`config.mk`:
```
export PLATFORM = sky130hd
export DESIGN_NAME = txn_set_tracker
export DESIGN_NICKNAME = d
export VERILOG_FILES = /design/src/rtl/txn_set_tracker.sv
export SDC_FILE = /design/constraint.sdc
export NUM_CORES = 1
export LEC_CHECK = 0
export BUFFER_PORTS_ARGS = -buffer_cell sky130_fd_sc_hd__buf_2
export CORE_UTILIZATION = 30
export CTS_CLUSTER_SIZE = 24
export DETAILED_ROUTE_END_ITERATION = 12
export PLACE_DENSITY = 0.54
export SLEW_MARGIN = 10
export SYNTH_ARGS = -nofsm -noshare
export SYNTH_HDL_FRONTEND = slang
export SYNTH_SLANG_ARGS = --single-unit
export TNS_END_PERCENT = 5
```
`constraint.sdc`:
```
create_clock -name clk -period 7.65 [get_ports clk]
set_input_delay 1.53 -clock clk [delete_from_list [all_inputs] [get_ports clk]]
set_output_delay 1.53 -clock clk [all_outputs]
set_load 0.05 [all_outputs]
```
`src/rtl/txn_set_tracker.sv`:
```
module txn_set_tracker #(
  parameter int LINES  = 16,
  parameter int LINE_W = 20
) (
  input  logic              clk,
  input  logic              rst_n,
  input  logic              tx_begin,
  input  logic              tx_end,
  input  logic              cpu_abort,
  input  logic              req_valid,
  input  logic              req_write,
  input  logic              req_hit,
  input  logic [LINE_W-1:0] req_line,
  input  logic              fill_ack,
  input  logic              evict_valid,
  input  logic [LINE_W-1:0] evict_line,
  input  logic              snp_valid,
  input  logic [LINE_W-1:0] snp_line,
  input  logic              arb_gnt,
  output logic              in_txn,
  output logic              req_done,
  output logic              fill_req,
  output logic              abort,
  output logic              arb_req,
  output logic              inv_valid,
  output logic [LINE_W-1:0] inv_line,
  output logic              commit_done
);
  localparam int IDX_W = $clog2(LINES);
  localparam int TAG_W = LINE_W - IDX_W;

  typedef enum logic [2:0] {S_IDLE, S_RUN, S_FILL, S_ARB, S_COMMIT} st_t;

  st_t              st;
  logic [LINES-1:0] rd_q, wr_q, pend_q;
  logic [TAG_W-1:0] tag_q [LINES];
  logic [IDX_W-1:0] first_idx;

  wire [IDX_W-1:0] r_idx = req_line[IDX_W-1:0];
  wire [TAG_W-1:0] r_tag = req_line[LINE_W-1:IDX_W];
  wire [IDX_W-1:0] s_idx = snp_line[IDX_W-1:0];
  wire [IDX_W-1:0] e_idx = evict_line[IDX_W-1:0];

  wire tracking = (st == S_RUN) || (st == S_FILL) || (st == S_ARB);
  wire snp_hit  = snp_valid && rd_q[s_idx] && (tag_q[s_idx] == snp_line[LINE_W-1:IDX_W]);
  wire ev_hit   = evict_valid && wr_q[e_idx] && (tag_q[e_idx] == evict_line[LINE_W-1:IDX_W]);
  wire run_req  = (st == S_RUN) && !tx_end && req_valid;
  wire overflow = run_req && (rd_q[r_idx] || wr_q[r_idx]) && (tag_q[r_idx] != r_tag);
  wire last_inv = ((pend_q & (pend_q - LINES'(1))) == '0);

  assign abort     = tracking && (snp_hit || ev_hit || cpu_abort || overflow);
  assign in_txn    = (st != S_IDLE);
  assign req_done  = !abort && ((run_req && req_hit) || ((st == S_FILL) && fill_ack));
  assign fill_req  = !abort && ((run_req && !req_hit) || (st == S_FILL));
  assign arb_req   = (st == S_ARB) || (st == S_COMMIT);
  assign inv_valid = (st == S_COMMIT);
  assign inv_line  = {tag_q[first_idx], first_idx};
  assign commit_done = ((st == S_COMMIT) && last_inv) ||
                       ((st == S_RUN) && tx_end && !abort && (wr_q == '0));

  always_comb begin
    first_idx = '0;
    for (int i = LINES - 1; i >= 0; i--)
      if (pend_q[i]) first_idx = IDX_W'(i);
  end

  always_ff @(posedge clk)
    if (req_done) tag_q[r_idx] <= r_tag;

  always_ff @(posedge clk) begin
    if (!rst_n) begin
      st     <= S_IDLE;
      rd_q   <= '0;
      wr_q   <= '0;
      pend_q <= '0;
    end else if (abort) begin
      st   <= S_IDLE;
      rd_q <= '0;
      wr_q <= '0;
    end else begin
      if (req_done) begin
        if (req_write) wr_q[r_idx] <= 1'b1;
        else           rd_q[r_idx] <= 1'b1;
      end
      case (st)
        S_IDLE: if (tx_begin) st <= S_RUN;
        S_RUN: begin
          if (tx_end) begin
            if (wr_q == '0) begin
              st   <= S_IDLE;
              rd_q <= '0;
            end else st <= S_ARB;
          end else if (req_valid && !req_hit) st <= S_FILL;
        end
        S_FILL: if (fill_ack) st <= S_RUN;
        S_ARB: if (arb_gnt) begin
          st     <= S_COMMIT;
          pend_q <= wr_q;
        end
        S_COMMIT: begin
          pend_q <= pend_q & (pend_q - LINES'(1));
          if (last_inv) begin
            st   <= S_IDLE;
            rd_q <= '0;
            wr_q <= '0;
          end
        end
        default: st <= S_IDLE;
      endcase
    end
  end

  AST_ABORT_CLEARS: assert property (@(posedge clk) disable iff (!rst_n)
    abort |=> (!in_txn && rd_q == '0 && wr_q == '0));
  AST_ABORT_PULSE: assert property (@(posedge clk) disable iff (!rst_n)
    abort |=> !abort);
  AST_ABORT_NOT_COMMIT: assert property (@(posedge clk) disable iff (!rst_n)
    !(abort && commit_done));
  AST_INV_UNDER_BUS: assert property (@(posedge clk) disable iff (!rst_n)
    inv_valid |-> arb_req);
  AST_INV_ASCENDING: assert property (@(posedge clk) disable iff (!rst_n)
    (inv_valid && $past(inv_valid)) |-> (inv_line[IDX_W-1:0] > $past(inv_line[IDX_W-1:0])));
endmodule

```
# Word level (Yosys, flattened, before mapping)
# Memory sizes are Yosys's and may differ from the RTL's.
# Cells that the tools add are included.
[op_classes]
n_bitwise = 5
n_div = 0
n_shift = 0
magnitude_cmp = 4
n_eq_ne = 12
n_reduce_logical = 41
multipliers = 0
n_mux = 48
add_sub_neg = 1
[op_table]
columns = ["operator", "n"]
rows = [
  ["two-way mux 16 bit", 10],
  ["two-way mux 4 bit", 16],
  ["case mux 16 bit (2 select lines)", 2],
  ["== test 16 bit", 2],
  ["zero test 16 bit", 2],
  ["bitwise OR 16 bit", 2],
  ["logical AND 1 bit", 20],
  ["two-way mux 3 bit", 6],
  ["AND 16 bit", 1],
  ["binary-select mux 1 bit (select 4 bit)", 4],
  ["!= test 16 bit", 1],
  ["subtractor 16 x 1 -> 16 bit, second input constant", 1],
  ["< comparator 4 x 5 -> 1 bit, second input constant", 3],
  ["case mux 3 bit (5 select lines)", 1],
  ["logical OR 1 bit", 10],
  ["two-way mux 1 bit", 7],
  ["== test 3 x 2 -> 1 bit, second input constant", 2],
  ["!= test 2 bit, second input constant", 3],
  ["AND reduction 5 bit", 1],
  ["demux 1 bit (select 4 bit)", 1],
  [">= comparator 4 x 1 -> 1 bit, second input constant", 1],
  ["== test 3 x 1 -> 1 bit, second input constant", 1],
  ["== test 3 bit, second input constant", 1],
  ["zero test 1 bit", 3],
  ["9 further kinds", 10],
]
[totals]
regBits = 51
rom_bits = 0
out_inout_bits = 27
n_memories = 1
latch_bits = 0
input_bits = 72
wordCells = 116
ram_bits = 256
[mem_list]
columns = ["name", "words", "width", "rd", "rd_clocked_by_memory_dff", "wr", "line_no", "text"]
rows = [
  ["tag_q", 16, 16, 4, 0, 1, "36", "logic [TAG_W-1:0] tag_q [LINES];"],
]

# Depth between registers and ports, before layout
# Gate-level depths: netlist (run 1).
# An unclocked memory read counts as a cell.
[depth]
ltp_word = 17
depth_mapped = 15
ltp_nobuf = 10

# Least setup slack after synthesis (run 1)
# Ideal clock, no wire load.
[synth_timing]
path_kind = "input to output"
start = "in req_line[3]"
end = "out commit_done"
arrival_time_ns = 5.220
n_path_buf = 2
slack_ns = 0.900
stages = 10
required_time_ns = 6.120
path_cell_list = "clkbuf_1 -> buf_1 -> mux4_2 -> mux4_2 -> xor2_1 -> nor4_1 -> a31oi_1 -> o31ai_2 -> inv_1 -> o21ai_0"
[synth_between]
elab_chain_len = 11
word_cells_on_any_way = 15
classes_between = "eq/ne (1); mux (4); reduce/logical (9); memory (1)"
[synth_rtl]
columns = ["element", "line_no", "text"]
rows = [
  ["start, declared", "13", "input logic [LINE_W-1:0] req_line,"],
  ["branches (longest 4 deep; another with memory read (16 x 16 bit))", "-", ""],
  ["logical AND 1 bit *", "48", "wire overflow = run_req && (rd_q[r_idx] || wr_q[r_idx]) && (tag_q[r_idx] != r_tag);"],
  ["logical OR 1 bit *", "51", "assign abort = tracking && (snp_hit || ev_hit || cpu_abort || overflow);"],
  ["logical AND 1 bit *", "51", ""],
  ["via abort", "23", "output logic abort,"],
  ["zero test 1 bit *", "59", "((st == S_RUN) && tx_end && !abort && (wr_q == '0));"],
  ["logical AND 1 bit * (2 in series)", "59", ""],
  ["logical OR 1 bit *", "58", "assign commit_done = ((st == S_COMMIT) && last_inv) ||"],
  ["end, declared", "27", "output logic commit_done"],
]
# Mark *: on every way through the listed nets, which the timed path passes. The select of a mux whose other input is x is not followed.

# Worst setup path after layout (run 1)
[layout_timing]
start = "in req_line[0]"
end = "out commit_done"
[layout_between]
elab_chain_len = 11
word_cells_on_any_way = 15
classes_between = "eq/ne (1); mux (4); reduce/logical (9); memory (1)"
[layout_rtl]
columns = ["element", "line_no"]
rows = [
  ["branches (longest 4 deep; another with memory read (16 x 16 bit))", "-"],
  ["logical AND 1 bit *", "48"],
  ["logical OR 1 bit *", "51"],
  ["logical AND 1 bit *", "51"],
  ["zero test 1 bit *", "59"],
  ["logical AND 1 bit * (2 in series)", "59"],
  ["logical OR 1 bit *", "58"],
]
# Mark *: on every way between the ends. The select of a mux whose other input is x is not followed.

==> flow_summary.yaml, run 1 <==
global_route:
  groute.usage.overall_pct: 21.80
  first_global_vias: 14951
  grt.overflow.total: 0
  pin_count_of_the_biggest_net_entering_global_routing: 55
  global_route_wire_length_before_repair_um: 105700
  grt_antenna_before_repair: 3
critical_path:
  critical-path-slowest-cell: "sky130_fd_sc_hd__nor4_1"
  critical_path_cell_count: 12
  worstPathCellList: "buf_2, mux4_2, mux2i_1, xnor2_1, nor3_1, a31oi_1, nor4_1, a31oi_1, o31ai_2, inv_1, o21ai_0, buf_2"
  cpPeakStageDelay_ns: 0.66
  worstSetupPathType: "in2out"
  timing.reg2reg.worst_path_depth: 12
  critical_path.startpoint_type: "primary input"
  path_max_fanout: 22
  cp_data_arrival_time_ns: 5.37
  required_ns: 6.12
  path_delay_family: "compound AO/OA/AOI/OAI gates"
  critical_path.endpoint_type: "output pin"
  cp.buffers_inverters: 3
  setup.worst_path.start: "req_line[0]"
  r2r_end: "tag_q[3][1]"
  critPathCapture: "commit_done"
  ff2ff_setup_slack_ns: 3.13
  timing.rr.start: "tag_q[3][0]"
power:
  power.leakage_uw: 0.007279
  power.density_cell_area_nw_per_um2: 187.8
  max-vdd-ir-drop_uv: 129.7
drt:
  post_drt_wl_per_cell_um: 29.68
  ant_nets: 0
  detailedRoute.firstIterationViolations: 2106
  detailroute.via_count: 15063
  drt-pass1-iter-count: 7
  drt_drc_violations_left: 0
  via_per_inst: 6.196
  drt_wl_total_um: 72150
synthesis:
  synth.area.mux_share_pct: 28.55
  asyncSetResetFlopFracSynth_pct: 0
  synth_edf_count: 256
  post_synth_xor_area_fraction_pct: 3.214
  synthFlopType: "sky130_fd_sc_hd__edfxtp_1"
  synth_adder_area_share_pct: 0.05173
  synth_fp_nets: 1562
  synth-seq-area-share_pct: 45.00
  post_synth.cell_area_avg_um2: 12.99
  synth_compound_gate_area_share_pct: 10.80
  synth_area_um2: 19350
  largest_family_of_logic_cells_by_synthesized_area: "multiplexers"
  netlist_instances: 1490
  postSynthRegisterBits: 307
  yosys.area_share.simple_pct: 8.845
  yosys_warnings: 0
  netlist-cell-type-count: 69
hold_path:
  worstHoldPathType: "reg2reg"
  min_delay_path_depth: 2
clock_network:
  clk_latency_ns: 0.57
  cts_buffers: 37
  cts-resized-gates: 0
  cts_hold_repair_buffers: 0
  clock-sinks: 307
  cts_tree: "done"
  post_cts.repair.setup_buffers: 0
  cts.root.buffer_cell: "sky130_fd_sc_hd__clkbuf_16"
  longest_clk_path_bufs: 3
  clock_tree.htree_level_count: 2
  cts.clk_slew.worst_paths_ns: 0.06
floorplanning:
  fp.dieW_um: 256.0
  initial_core_utilization_pct: 30.51
  fp.dieArea_um2: 65520
  coreArea_um2: 63430
  io_pins: 99
  placement_rows: 92
  die_height_um: 256.0
placement:
  dpl.hpwl_um: 47060
  gpl.final_weighted_congestion: 0.9254
  buffer_ports.inserted: 98
  dpl_cell_area_um2: 20850
layout:
  seq_area_um2: 8708
  utilization_after_layout_pct: 34.86
  final_layout_size_suffix_gt1_share_pct: 28.54
  fin_nets: 1629
  num-fill-cells: 6112
  footprint_of_the_multi_input_gates_um2: 10090
  syn_to_final_growth_pct: 14.27
  postLayoutCellArea_um2: 22110
run_status:
  run_status: "completed"
sta:
  measured_slew_at_the_worst_slew_check_pin_ns: 1.185
  slew_viol_final: 0
  timing_hold_violations_final: 0
  fin_skew_ns: 0.02182
  layout_min_cycle_time_ns: 6.901
  finalSetupViolCount: 0
  rsz0062_at_grt: "false"
  post-route-period-util_pct: 90.21
  slew_headroom_pct: 20.99
  finalSetupTns_ns: 0
  fmaxAchievable_ghz: 0.1449
flow_run:
  timing.max_cap.violations: 0
## Yosys cell counts, types with 4 or more instances
cell type / instances / area (um^2)
sky130_fd_sc_hd__nand3_1: 13 / 65.06
sky130_fd_sc_hd__nor4_1: 12 / 75.07
sky130_fd_sc_hd__o22ai_1: 13 / 81.33
sky130_fd_sc_hd__buf_1: 5 / 18.77
sky130_fd_sc_hd__nor2_1: 64 / 240.2
sky130_fd_sc_hd__xnor2_1: 32 / 280.3
sky130_fd_sc_hd__a31oi_1: 71 / 444.2
sky130_fd_sc_hd__nand4_1: 7 / 43.79
sky130_fd_sc_hd__buf_4: 15 / 112.6
sky130_fd_sc_hd__a221oi_1: 10 / 87.58
sky130_fd_sc_hd__mux4_2: 180 / 4054
sky130_fd_sc_hd__mux4_1: 4 / 105.1
sky130_fd_sc_hd__edfxtp_1: 256 / 7687
sky130_fd_sc_hd__or3_1: 7 / 43.79
sky130_fd_sc_hd__nor2b_1: 14 / 87.58
sky130_fd_sc_hd__nor3b_1: 16 / 120.1
sky130_fd_sc_hd__xor2_1: 39 / 341.6
sky130_fd_sc_hd__nand2_1: 140 / 525.5
sky130_fd_sc_hd__a21boi_1: 7 / 52.55
sky130_fd_sc_hd__a21oi_1: 59 / 295.3
sky130_fd_sc_hd__dfxtp_1: 51 / 1021
sky130_fd_sc_hd__mux2i_1: 106 / 1061
sky130_fd_sc_hd__o21bai_1: 4 / 30.03
sky130_fd_sc_hd__nand3b_1: 5 / 37.54
sky130_fd_sc_hd__o221ai_1: 67 / 586.8
sky130_fd_sc_hd__nand2b_1: 10 / 62.56
sky130_fd_sc_hd__nor3_1: 34 / 170.2
sky130_fd_sc_hd__or4_1: 16 / 120.1
sky130_fd_sc_hd__o21ai_0: 24 / 120.1
sky130_fd_sc_hd__inv_1: 14 / 52.55
sky130_fd_sc_hd__mux2_2: 27 / 304.0
sky130_fd_sc_hd__buf_2: 31 / 155.2
sky130_fd_sc_hd__clkbuf_1: 69 / 259.0
sky130_fd_sc_hd__a211oi_1: 11 / 82.58
sky130_fd_sc_hd__buf_6: 4 / 45.04
## worst min-delay path by stage
stage                   from    endpoint  slack (ns)
global route         wr_q[8]   pend_q[8]        0.55
global placement     wr_q[8]   pend_q[8]        0.52
detailed placement   rd_q[5]     rd_q[5]        0.52
floorplan           wr_q[10]  pend_q[10]        0.46
CTS                  rd_q[5]     rd_q[5]        0.53
finish               rd_q[9]     rd_q[9]        0.53
## registers in the layout (all words and copies together) (netlist names)
signal  cells
tag_q     256
pend_q     16
rd_q       16
wr_q       16
st          3
## logic make-up (layout without fill, tap and decap cells)
| logic type | count (synthesis) | count (layout) |
|---|---|---|
| buffers and inverters | 142 | 236 |
| multiplexers | 317 | 317 |
| adder cells (fa/ha/maj) | 1 | 1 |
| flip-flops | 307 | 307 |
| other | 0 | 1 |
| XOR/XNOR | 71 | 71 |
| AND/OR/NAND/NOR | 353 | 353 |
| AO/OA/AOI/OAI | 299 | 299 |
## routing by layer
| layer | track usage (%) | wire length (um) | vias to the layer above | part of all wire, % |
|---|---|---|---|---|
| li1 | - | - | 6230 | - |
| met1 | 28.66 | 28190 | 7575 | 39 |
| met2 | 33.79 | 33090 | 1066 | 46 |
| met3 | 5.664 | 7692 | 192 | 11 |
| met4 | 9.581 | 3176 | 0 | 4.4 |
| met5 | 0 | 0 | - | 0 |
## worst register-to-register path: cells and delay by family, from the launching register on
kind	cells	cell delay, ns
AND/OR/NAND/NOR	4	1.33
AO/OA/AOI/OAI	3	0.91
multiplexers	2	0.68
buffers and inverters	2	0.68
flip-flops	1	0.45
XOR/XNOR	1	0.10
## stage by stage
stage                     cells  total power (uW)  setup slack, ns  hold WS, ns
after floorplan            1490              2185           0.8998       0.4625
after global placement     2364              2338           0.8693       0.5181
after detailed placement   2364              2341           0.8427       0.5237
after CTS                  2430              4177           0.8387       0.5337
after global routing       2430              4258           0.5387       0.5502
final                      2431              4153           0.7492       0.5338
## power by group
part	switching, uW	internal [uW]	leakage (uW)	total (uW)
Sequential	10.5	1820	0.00271	1830
Clock	753	1090	0.000608	1840
Combinational	287	196	0.00396	484
## layout make-up
cell class                 count  area share (%)
clock inverter                24           1.307
sequential                   307           39.38
antenna                        1         0.01132
tap                          846           4.787
multi-input combinational   1041           45.63
clock buffer                  42           4.368
timing repair buffer         155           4.255
inverter                      15          0.2546
## cells in the final DEF, fill, tap and decap left out, drive strengths merged, types with 3 or more instances in the layout
master	netlist	routed
a211oi	11	11
a21boi	10	10
a21oi	59	59
a221oi	10	10
a31oi	71	71
and2	3	3
buf	57	155
bufinv	0	5
clkbuf	70	42
clkinv	1	14
dfxtp	51	51
edfxtp	256	256
inv	14	18
mux2	27	27
mux2i	106	106
mux4	184	184
nand2	140	140
nand2b	10	10
nand3	13	13
nand3b	5	5
nand4	7	7
nor2	64	64
nor2b	14	14
nor3	35	35
nor3b	16	16
nor4	13	13
o211ai	3	3
o21ai	24	24
o21bai	4	4
o221ai	67	67
o22ai	13	13
o31a	3	3
o31ai	3	3
or2	5	5
or3	7	7
or4	16	16
xnor2	32	32
xor2	39	39
No activity file was read; power rests on OpenSTA's default activity.
==> run 2, diff against run 1 <==
--- a/config.mk
+++ b/config.mk
@@ -10,6 +10,7 @@
 export CTS_CLUSTER_SIZE = 24
 export DETAILED_ROUTE_END_ITERATION = 12
 export PLACE_DENSITY = 0.54
+export REMOVE_ABC_BUFFERS = 1
 export SLEW_MARGIN = 10
 export SYNTH_ARGS = -nofsm -noshare
 export SYNTH_HDL_FRONTEND = slang
==> run 2 against run 1 <==
  * Cell count is 0.62% higher
  * Sequential share of layout area is 0.076 points lower
  * Register-to-register slack worse by 0.14 ns
  * Clock skew is 0.011 ns lower
  * Routed wire length is 2.7% higher
  * Non-clock buffer count is 18 higher
  * First-iteration DRC count is 6.9% higher
  * Sequential power hardly changed
  * Largest power group is now sequential cells
==> flow_summary.yaml, run 2 (same netlist as run 1, synthesis figures left out) <==
run_status:
  run_status: "completed"
power:
  max-vdd-ir-drop_uv: 106.8
  power.leakage_uw: 0.007324
  internal_power_uw: 2980
  pwr-share-seq_pct: 45.6
  p_switching_uw: 1030
  power.clock.fraction_pct: 42.0
  power.density_cell_area_nw_per_um2: 181.0
  switching_share_pct: 25.69
  share_comb_of_total_power_pct: 12.4
floorplanning:
  fp.dieW_um: 256.0
  die_height_um: 256.0
  coreArea_um2: 63430
  placement_rows: 92
  initial_core_utilization_pct: 30.51
  io_pins: 99
  fp.dieArea_um2: 65520
sta:
  measured_slew_at_the_worst_slew_check_pin_ns: 1.207
  rsz0062_at_grt: "false"
  timing_hold_violations_final: 0
  layout_min_cycle_time_ns: 7.005
  fmaxAchievable_ghz: 0.1428
  post-route-period-util_pct: 91.57
  slew_headroom_pct: 19.53
  finalSetupViolCount: 0
  slew_viol_final: 0
  finalSetupTns_ns: 0
  fin_skew_ns: 0.01045
critical_path:
  worstPathCellList: "buf_4, buf_4, mux4_2, mux4_2, xnor2_1, nand4_1, a21oi_1, a31oi_1, o31ai_2, inv_1, o21ai_0, buf_2"
  required_ns: 6.12
  critical_path.startpoint_type: "primary input"
  cpPeakStageDelay_ns: 0.54
  cp.buffers_inverters: 4
  critical_path.endpoint_type: "output pin"
  critical-path-slowest-cell: "sky130_fd_sc_hd__buf_4"
  cp_data_arrival_time_ns: 5.47
  path_max_fanout: 39
  path_delay_family: "buffers and inverters"
  worstSetupPathType: "in2out"
layout:
  seq_area_um2: 8708
  num-fill-cells: 6147
  footprint_of_the_multi_input_gates_um2: 10080
  fin_nets: 1646
  syn_to_final_growth_pct: 14.49
  largest_register_ffs: 256
  final_cell_mix: "sky130_fd_sc_hd__edfxtp_1 (256), sky130_fd_sc_hd__mux4_2 (180), sky130_fd_sc_hd__nand2_1 (140)"
  utilization_after_layout_pct: 34.93
  layout_commonest_cell: "sky130_fd_sc_hd__edfxtp_1"
  final_layout_size_suffix_gt1_share_pct: 29.14
  largest_register: "tag_q"
clock_network:
  clk_latency_ns: 0.57
  cts-resized-gates: 0
  cts_buffers: 36
  cts.root.buffer_cell: "sky130_fd_sc_hd__clkbuf_16"
  cts.clk_slew.worst_paths_ns: 0.06
  post_cts.repair.setup_buffers: 0
  cts_tree: "done"
  clock-sinks: 307
  clock_tree.htree_level_count: 2
  cts_hold_repair_buffers: 0
  longest_clk_path_bufs: 3
drt:
  drt_drc_violations_left: 0
  detailedRoute.firstIterationViolations: 2252
  drt-pass1-iter-count: 6
  drt_wl_total_um: 74120
  post_drt_wl_per_cell_um: 30.30
  via_per_inst: 6.273
  ant_nets: 0
  detailroute.via_count: 15343
placement:
  buffer_ports.inserted: 98
  dpl.hpwl_um: 49030
  gpl.final_weighted_congestion: 0.9456
global_route:
  first_global_vias: 14897
  grt_antenna_before_repair: 3
  pin_count_of_the_biggest_net_entering_global_routing: 49
  grt.overflow.total: 0
  groute.usage.overall_pct: 22.19
  global_route_wire_length_before_repair_um: 106900
flow_run:
  timing.max_cap.violations: 0
hold_path:
  worstHoldPathType: "reg2reg"
[run 2: cell count changes in the layout (fill, tap and decap cells not counted), moves of 2 or more]
cell / change
sky130_fd_sc_hd__buf_12: +4
sky130_fd_sc_hd__buf_4: +14
sky130_fd_sc_hd__bufinv_16: -4
sky130_fd_sc_hd__clkbuf_8: +2
sky130_fd_sc_hd__clkinv_2: +3
sky130_fd_sc_hd__clkinv_4: -3
[run 2: metal layers]
metal,track usage (%),share of wire [%],vias up
met5,0,0.031,-
li1,-,-,6247
met3,4.833,10,181
met2,34.80,46,1052
met4,8.932,4.0,4
met1,29.73,40,7859
[run 2: metrics by stage]
step	worst slack, ns	power (uW)	instance area [um^2]	hold WS [ns]	cells
final	0.6451	4010	22160	0.5258	2446
after global routing	0.4883	4121	22160	0.5412	2446
after CTS	0.7605	4031	22150	0.5220	2445
after detailed placement	0.7614	2355	21030	0.5102	2382
after global placement	0.8528	2351	21030	0.5122	2382
after floorplan	1.375	2117	18720	0.4625	1363
[run 2: power groups by stage]
stage / clock [uW] / sequential, uW / combinational, uW
2_1_floorplan: 0 / 1860 / 257
3_3_place_gp: 0 / 1860 / 489
3_5_place_dp: 0 / 1860 / 493
4_1_cts: 1710 / 1830 / 494
5_1_grt: 1770 / 1830 / 521
6_report: 1690 / 1830 / 498
[run 2: layout make-up]
type / count / share of cell area [%]
flip-flops and latches: 307 / 39.31
repair buffers: 173 / 5.083
clock buffers: 46 / 4.524
multi-input cells: 1041 / 45.51
diodes: 1 / 0.01129
well taps: 846 / 4.778
clock inverters: 17 / 0.5309
inverters: 15 / 0.2541
[run 2: path summary, 6_finish.rpt]
kind	from	to	slack, ns	cells after the start
hold reg to reg	wr_q[7]	pend_q[7]	0.53	2
hold / removal	wr_q[7]	pend_q[7]	0.53	2
setup / recovery	req_line[1]	commit_done	0.65	12
setup reg to reg	tag_q[3][10]	tag_q[3][14]	2.99	10
[run 2: tightest hold or removal path: stages, from the launching register on]
cell and delay (ns):
sky130_fd_sc_hd__dfxtp_1 0.36, sky130_fd_sc_hd__nand2_1 0.07, sky130_fd_sc_hd__a21boi_1 0.05
